### config.mk
export PLATFORM = sky130hd
export DESIGN_NAME = msi_irq_aggregator
export DESIGN_NICKNAME = d
export VERILOG_FILES = /design/src/rtl/msi_agg_pkg.sv /design/src/rtl/msi_vec_group.sv /design/src/rtl/intx_level_track.sv /design/src/rtl/msi_irq_aggregator.sv
export SDC_FILE = /design/constraint.sdc
export NUM_CORES = 2
export LEC_CHECK = 0
export ABC_AREA = 1
export BUFFER_PORTS_ARGS = -buffer_cell sky130_fd_sc_hd__buf_2
export CAP_MARGIN = 20
export CORE_MARGIN = 2
export CORE_UTILIZATION = 40
export CTS_BUF_LIST = sky130_fd_sc_hd__clkbuf_4 sky130_fd_sc_hd__clkbuf_8 sky130_fd_sc_hd__clkbuf_16
export DETAILED_ROUTE_END_ITERATION = 6
export SYNTH_ARGS = -nofsm -noshare
export SYNTH_HDL_FRONTEND = slang
export SYNTH_SLANG_ARGS = --single-unit
### constraint.sdc
create_clock -name clk -period 3.6 [get_ports clk]
set_clock_uncertainty 0.15 [all_clocks]
set_input_delay 0.54 -clock clk [delete_from_list [all_inputs] [get_ports clk]]
set_output_delay 0.54 -clock clk [all_outputs]
set_load 0.01 [all_outputs]
### src/rtl/msi_agg_pkg.sv
package msi_agg_pkg;
  localparam int unsigned RB_AW    = 12;
  localparam int unsigned RB_DW    = 32;
  localparam int unsigned SUM_LSB  = 8;
  localparam int unsigned INTX_LSB = 24;
  localparam int unsigned NUM_INTX = 4;

  localparam logic [RB_AW-1:0] OFS_TOP_MASK = 12'h180;
  localparam logic [RB_AW-1:0] OFS_TOP_STS  = 12'h184;
  localparam logic [RB_AW-1:0] OFS_CAP_EN   = 12'h190;
  localparam logic [RB_AW-1:0] OFS_GRP_BASE = 12'hC00;
  localparam logic [RB_AW-1:0] OFS_HI_BASE  = 12'hC80;

  function automatic logic [RB_AW-1:0] grp_lo_ofs(input int unsigned n);
    return OFS_GRP_BASE + RB_AW'(n * 16);
  endfunction

  function automatic logic [RB_AW-1:0] grp_pend_ofs(input int unsigned n);
    return OFS_GRP_BASE + RB_AW'(n * 16 + 4);
  endfunction

  function automatic logic [RB_AW-1:0] grp_mask_ofs(input int unsigned n);
    return OFS_GRP_BASE + RB_AW'(n * 16 + 8);
  endfunction

  function automatic logic [RB_AW-1:0] grp_hi_ofs(input int unsigned n);
    return OFS_HI_BASE + RB_AW'(n * 4);
  endfunction
endpackage

### src/rtl/msi_vec_group.sv
module msi_vec_group #(
  parameter int unsigned VEC = 32,
  parameter int unsigned DW  = 32,
  localparam int unsigned VW  = $clog2(VEC),
  localparam int unsigned MAW = 2 * DW
) (
  input  logic           clk,
  input  logic           rst_n,
  input  logic           wr_lo,
  input  logic           wr_hi,
  input  logic           wr_pend,
  input  logic           wr_mask,
  input  logic [DW-1:0]  wdata,
  input  logic           cap_on,
  input  logic           msi_fire,
  input  logic [MAW-1:0] msi_addr,
  input  logic [VW-1:0]  msi_vec,
  output logic [DW-1:0]  match_lo,
  output logic [DW-1:0]  match_hi,
  output logic [VEC-1:0] pend,
  output logic [VEC-1:0] vmask,
  output logic           hit,
  output logic           active
);
  logic [VEC-1:0] set_bits, clr_bits;

  assign hit      = msi_fire && cap_on && (msi_addr == {match_hi, match_lo});
  assign set_bits = hit ? ({{(VEC-1){1'b0}}, 1'b1} << msi_vec) : '0;
  assign clr_bits = wr_pend ? wdata[VEC-1:0] : '0;
  assign active   = |(pend & vmask);

  always_ff @(posedge clk or negedge rst_n) begin
    if (!rst_n) begin
      match_lo <= '0;
      match_hi <= '0;
      pend     <= '0;
      vmask    <= '0;
    end else begin
      if (wr_lo)   match_lo <= wdata;
      if (wr_hi)   match_hi <= wdata;
      if (wr_mask) vmask    <= wdata[VEC-1:0];
      pend <= (pend & ~clr_bits) | set_bits;
    end
  end

  // a capture always lands, even against a simultaneous clear
  a_r3_capture_lands: assert property (@(posedge clk) disable iff (!rst_n)
    hit |=> pend[$past(msi_vec)]);

  // a write-1 clear without capture leaves the written bits at zero
  a_r4_w1c_clears: assert property (@(posedge clk) disable iff (!rst_n)
    (wr_pend && !hit) |=> ((pend & $past(wdata[VEC-1:0])) == '0));
endmodule

### src/rtl/intx_level_track.sv
module intx_level_track #(
  parameter int unsigned N = 4,
  localparam int unsigned LW = (N > 1) ? $clog2(N) : 1
) (
  input  logic          clk,
  input  logic          rst_n,
  input  logic          msg_valid,
  input  logic [LW-1:0] msg_line,
  input  logic          msg_assert,
  input  logic [N-1:0]  clr,
  output logic [N-1:0]  sts
);
  logic [N-1:0] line_q;

  for (genvar k = 0; k < N; k++) begin : g_line
    logic sel;
    assign sel = msg_valid && (msg_line == LW'(k));
    always_ff @(posedge clk or negedge rst_n) begin
      if (!rst_n) begin
        line_q[k] <= 1'b0;
        sts[k]    <= 1'b0;
      end else begin
        if (sel) line_q[k] <= msg_assert;
        sts[k] <= (sel && msg_assert) || (sts[k] && !(clr[k] && !line_q[k]));
      end
    end
  end

  // status of an asserted line cannot be cleared
  a_r7_hold_while_asserted: assert property (@(posedge clk) disable iff (!rst_n)
    ((sts & line_q) != '0) |=> (($past(sts & line_q) & ~sts) == '0));
endmodule

### src/rtl/msi_irq_aggregator.sv
module msi_irq_aggregator
  import msi_agg_pkg::*;
#(
  parameter int unsigned NUM_SETS    = 8,
  parameter int unsigned VEC_PER_SET = 32,
  localparam int unsigned VW  = $clog2(VEC_PER_SET),
  localparam int unsigned MAW = 2 * RB_DW
) (
  input  logic             clk,
  input  logic             rst_n,
  input  logic             reg_wr,
  input  logic             reg_rd,
  input  logic [RB_AW-1:0] reg_addr,
  input  logic [RB_DW-1:0] reg_wdata,
  output logic [RB_DW-1:0] reg_rdata,
  input  logic             msi_valid,
  output logic             msi_ready,
  input  logic [MAW-1:0]   msi_addr,
  input  logic [RB_DW-1:0] msi_data,
  input  logic             intx_valid,
  input  logic [1:0]       intx_line,
  input  logic             intx_assert,
  output logic             irq_out
);
  localparam logic [RB_DW-1:0] TOP_MASK_BITS =
    (RB_DW'((1 << NUM_SETS) - 1) << SUM_LSB) | (RB_DW'((1 << NUM_INTX) - 1) << INTX_LSB);

  logic [RB_DW-1:0]       top_mask_q, top_sts, rd_mux;
  logic [NUM_SETS-1:0]    cap_en_q, sum_q, grp_active, grp_hit;
  logic [NUM_INTX-1:0]    intx_sts, intx_clr;
  logic                   top_w1c, msi_fire;
  logic [RB_DW-1:0]       rb_lo [NUM_SETS];
  logic [RB_DW-1:0]       rb_hi [NUM_SETS];
  logic [VEC_PER_SET-1:0] rb_pend [NUM_SETS];
  logic [VEC_PER_SET-1:0] rb_vmask [NUM_SETS];
  logic [NUM_SETS*VEC_PER_SET-1:0] pend_flat;

  assign msi_ready = 1'b1;
  assign msi_fire  = msi_valid && (msi_data[RB_DW-1:VW] == '0);
  assign top_w1c   = reg_wr && (reg_addr == OFS_TOP_STS);
  assign intx_clr  = top_w1c ? reg_wdata[INTX_LSB +: NUM_INTX] : '0;

  for (genvar g = 0; g < NUM_SETS; g++) begin : g_grp
    msi_vec_group #(.VEC(VEC_PER_SET), .DW(RB_DW)) u_grp (
      .clk      (clk),
      .rst_n    (rst_n),
      .wr_lo    (reg_wr && (reg_addr == grp_lo_ofs(g))),
      .wr_hi    (reg_wr && (reg_addr == grp_hi_ofs(g))),
      .wr_pend  (reg_wr && (reg_addr == grp_pend_ofs(g))),
      .wr_mask  (reg_wr && (reg_addr == grp_mask_ofs(g))),
      .wdata    (reg_wdata),
      .cap_on   (cap_en_q[g]),
      .msi_fire (msi_fire),
      .msi_addr (msi_addr),
      .msi_vec  (msi_data[VW-1:0]),
      .match_lo (rb_lo[g]),
      .match_hi (rb_hi[g]),
      .pend     (rb_pend[g]),
      .vmask    (rb_vmask[g]),
      .hit      (grp_hit[g]),
      .active   (grp_active[g])
    );
    assign pend_flat[g*VEC_PER_SET +: VEC_PER_SET] = rb_pend[g];
  end

  intx_level_track #(.N(NUM_INTX)) u_intx (
    .clk        (clk),
    .rst_n      (rst_n),
    .msg_valid  (intx_valid),
    .msg_line   (intx_line),
    .msg_assert (intx_assert),
    .clr        (intx_clr),
    .sts        (intx_sts)
  );

  always_ff @(posedge clk or negedge rst_n) begin
    if (!rst_n) begin
      top_mask_q <= '0;
      cap_en_q   <= '0;
      sum_q      <= '0;
      reg_rdata  <= '0;
    end else begin
      if (reg_wr && reg_addr == OFS_TOP_MASK) top_mask_q <= reg_wdata & TOP_MASK_BITS;
      if (reg_wr && reg_addr == OFS_CAP_EN)   cap_en_q   <= reg_wdata[NUM_SETS-1:0];
      sum_q <= grp_active | (sum_q & ~(top_w1c ? reg_wdata[SUM_LSB +: NUM_SETS] : '0));
      if (reg_rd) reg_rdata <= rd_mux;
    end
  end

  always_comb begin
    top_sts = '0;
    top_sts[SUM_LSB +: NUM_SETS]  = sum_q;
    top_sts[INTX_LSB +: NUM_INTX] = intx_sts;
  end

  assign irq_out = |(top_sts & top_mask_q);

  always_comb begin
    rd_mux = '0;
    case (reg_addr)
      OFS_TOP_MASK: rd_mux = top_mask_q;
      OFS_TOP_STS:  rd_mux = top_sts;
      OFS_CAP_EN:   rd_mux = RB_DW'(cap_en_q);
      default: ;
    endcase
    for (int i = 0; i < NUM_SETS; i++) begin
      if (reg_addr == grp_lo_ofs(i))   rd_mux = rb_lo[i];
      if (reg_addr == grp_hi_ofs(i))   rd_mux = rb_hi[i];
      if (reg_addr == grp_pend_ofs(i)) rd_mux = RB_DW'(rb_pend[i]);
      if (reg_addr == grp_mask_ofs(i)) rd_mux = RB_DW'(rb_vmask[i]);
    end
  end

  // an active group raises its summary bit on the next edge
  a_r6_summary_follows: assert property (@(posedge clk) disable iff (!rst_n)
    (grp_active != '0) |=> (($past(grp_active) & ~sum_q) == '0));

  // an unmatched inbound write with no register write changes no pending bit
  a_r5_unmatched_ignored: assert property (@(posedge clk) disable iff (!rst_n)
    (msi_valid && (grp_hit == '0) && !reg_wr) |=> $stable(pend_flat));

  // nothing reaches the interrupt wire while the top mask is clear
  a_r8_masked_quiet: assert property (@(posedge clk) disable iff (!rst_n)
    (top_mask_q == '0) |-> !irq_out);
endmodule

==> impl_metrics.yaml <==
timing:
  tightest_slew_ns: 1.27
  grt_setup_unrepaired: "false"
  layout_worst_path_cycle_share_pct: 95.5
  timing.final.max_slew_violations: 0
  timing.final.setup_violations: 0
  finalWorstPathRequiredPeriod_ns: 3.44
  relSlewSlack_pct: 14.5
  achievable-frequency_mhz: 291
  worst_setup_slack_final_ns: 0.161
  number_of_endpoints_with_negative_hold_slack_in_the_final_report: 0
yosys:
  synth.net_count: 7303
  yosysSeqAreaShare_pct: 49.5
  main_combinational_cell_family_by_area_after_synthesis: "simple AND/OR/NAND/NOR gates"
  yosys_most_used_dff: "dfrtp_1"
  synth.largest_area_cell: "dfrtp_1"
  unique_cell_type_count_in_the_yosys_netlist: 44
  fraction_of_the_mapped_netlist_area_in_compound_gates_pct: 16.5
  synth_enable_flop_cells: 0
  synth_fa_ha_area_share_pct: 0
  post_synth_and_or_nand_nor_area_fraction_pct: 24.9
  synth_top_area_share_pct: 49.5
  share_of_synthesized_area_spent_on_multiplexers_pct: 0
  syn-cell-area_um2: 55200
  ys_top_cells_by_area: "dfrtp_1 50%, nand2_1 14%, o21ai_0 13%, nor2_1 3.9%, nand4_1 3.6%"
  synth_cells: 7154
  syn_area_per_cell_um2: 7.71
  yosys_register_bits: 1092
  yosysWarningCount: 0
  yosys.area_share.xor_xnor_pct: 2.84
  ys_async_sr_fraction_pct: 100
place:
  dpl_worst_slack_ns: -0.631
  dpl.hpwl_mm: 238
  io_buffer_count: 181
  dp.cells: 9146
  gp_congestion: 1.09
detailed_routing:
  wire_per_inst_um: 33.0
  drt-total-wl_mm: 310
  ant_nets: 0
  remaining_drc_errors: 0
  detailedRoute.firstPassIterationCount: 6
  routed-via-count: 57726
  vias_per_cell: 6.14
  drt-initial-drc-count: 9179
power:
  p_leak_nw: 28.5
  vdd.ir_drop.worst_v: 0.000429
  power-per-cell-area_nw_per_um2: 431
die:
  die_area_um2: 141000
  die_x_um: 375
  fp-row-count: 136
  chipHeight_um: 375
  effective_utilization_at_floorplan_pct: 40.2
  core_ar_um2: 137000
  i_o_pin_count: 183
worst_hold_path:
  hold_path_class: "input pin to flop"
layout:
  nets: 7644
  final-seq-area_um2: 27300
  fillCellCount: 13688
  areaGrowthSynthToFinish_pct: 19.1
  multi_input_comb_area_um2: 24600
  finish.cell_count_without_fillers: 9394
  drive_above_1_share_pct: 12.9
clock_tree:
  cts_max_path_buffers: 3
  cts.sink_count: 1092
  numCtsBuffers: 131
  root_driver: "clkbuf_16"
  reg_clk_slew_reported_paths_ns: 0.06
  htreeDepth: 4
  tritoncts: "done"
  clock_insertion_delay_worst_skew_ns: 0.78
worst_setup_path:
  worstPathArrival_ns: 3.96
  slowest_stage: "dfrtp_1"
  worstPathCellList: "nand3_1 > nand3_1 > nor2_1 > nand3_1 > nor2_1 > nand4_1 > nor2_1 > nand4_1 > nor2_1 > nand4_1 > nor2_1 > nand4_1 > nor2_1 > nand4_1 > nor2_1 > nand4_1 > nor2_1 > nand4_1 > nand2_1 > nand2_1"
  cp_slowest_stage_delay_ns: 0.50
  crit_path_end_kind: "flop"
  r2r_setup_slack_ns: 0.16
  worst-endpoint-required_ns: 4.12
  crit_path_start_kind: "flop"
  cpMostUsedCell: "nor2_1"
  largest_driver_fanout_on_the_critical_path: 3
  criticalPathCategory: "flop to flop"
global_routing:
  antenna_found_initial: 16
  grtUsageTotal_pct: 43.5
  grt_pass1_wl_mm: 427
  grt_max_degree: 111
  first_global_vias: 52713
  grt_remaining_overflow: 0
outcome:
  outcome: "finished, final reports clean"
job:
  maxCapViolCount: 0
flip-flops by register name, summed over array words and instances, names as in the netlist:
name                  flops
g_grp.u_grp.match_hi    256
g_grp.u_grp.match_lo    256
g_grp.u_grp.pend        256
g_grp.u_grp.vmask       256
reg_rdata                32
top_mask_q               12
cap_en_q                  8
sum_q                     8
u_intx.line_q             4
u_intx.sts                4
critical path: cells and delay by family (launching register included):
kind,cells,cell delay (ns)
flops,1,0.50
simple gates,20,2.67
power by group:
part	total, mW	switching, mW	internal, mW	leakage, nW
Clock	13.9	5.70	8.19	2.23
Sequential	12.4	0.0621	12.3	15.2
Combinational	2.04	1.56	0.473	11.1
cells in the mapped netlist, types with 21 or more instances:
library cell / n
dfrtp_1: 1092
nand3_1: 144
clkbuf_1: 451
nor4_1: 60
nor3_1: 55
o22ai_1: 101
xnor2_1: 78
inv_1: 391
o21ai_0: 1436
a221oi_1: 66
nand2_1: 2107
a21oi_1: 21
a22o_1: 24
xor2_1: 101
nor2_1: 577
nand4_1: 319
timing repair:
action,CTS,global route
endpoints found under the hold margin,60,0
buffers inserted,0,1
hold buffers,6,0
setup endpoints to repair,0,1
gates resized for setup,0,3
logic make-up after synthesis:
| kind of cell | Yosys count |
|---|---|
| AND/OR/NAND/NOR | 3302 |
| AO/OA/AOI/OAI | 1698 |
| flip-flops | 1092 |
| buffers and inverters | 882 |
| XOR/XNOR | 179 |
| other | 1 |
cell type report:
type	count	area share (%)
clock buffers	195	6.14
flip-flops and latches	1092	41.6
inverters	403	2.30
diodes	9	0.0343
clock inverters	34	0.613
well taps	1794	3.42
multi-input cells	5180	37.5
repair buffers	687	8.39
final timing paths:
check	cells after the start	from	endpoint
setup / recovery	20	sum_q[4]	reg_rdata[12]
hold / removal	5	intx_valid	u_intx.sts[2]
setup reg to reg	20	sum_q[4]	reg_rdata[12]
hold reg to reg	2	reg_rdata[19]	reg_rdata[19]
max in group asynchronous	4	rst_n	g_grp[6].u_grp.pend[12]
min in group asynchronous	2	rst_n	g_grp[0].u_grp.vmask[22]
layout by cell type (no fill, tap or decap), types with 61 or more instances in the layout:
cell type / n
clkbuf_16: 134
buf_2: 181
nor2_1: 575
nand4_1: 319
dfrtp_1: 1092
xor2_1: 101
o21ai_0: 1435
inv_1: 384
o22ai_1: 101
xnor2_1: 78
a221oi_1: 66
nand3_1: 144
nand2_1: 2084
buf_4: 436
buf_12: 61
per-layer routing:
layer  part of all wire [%]  vias up  track usage [%]
met2                     39     4117             58.8
met4                    5.7       10             20.3
met1                     41    28395             61.3
met3                     14      625             15.7
li1                       -    24579                -
met5                  0.024        -                0
through the flow:
| step | setup TNS (ns) | utilization, % | hold slack [ns] | power (mW) | instance area, um^2 |
|---|---|---|---|---|---|
| finish | 0 | 47.9 | 0.0553 | 28.3 | 65700 |
| global route | 0 | 47.9 | 0.0683 | 28.9 | 65700 |
| CTS | 0 | 47.8 | 0.0318 | 28.3 | 65600 |
| detailed placement | -17.59 | 44.6 | 0.311 | 14.6 | 61100 |
| global placement | -20.60 | 44.6 | 0.310 | 14.6 | 61100 |
| floorplan | 0 | - | 0.0944 | 13.1 | 55200 |
No activity file was read; power rests on OpenSTA's default activity.
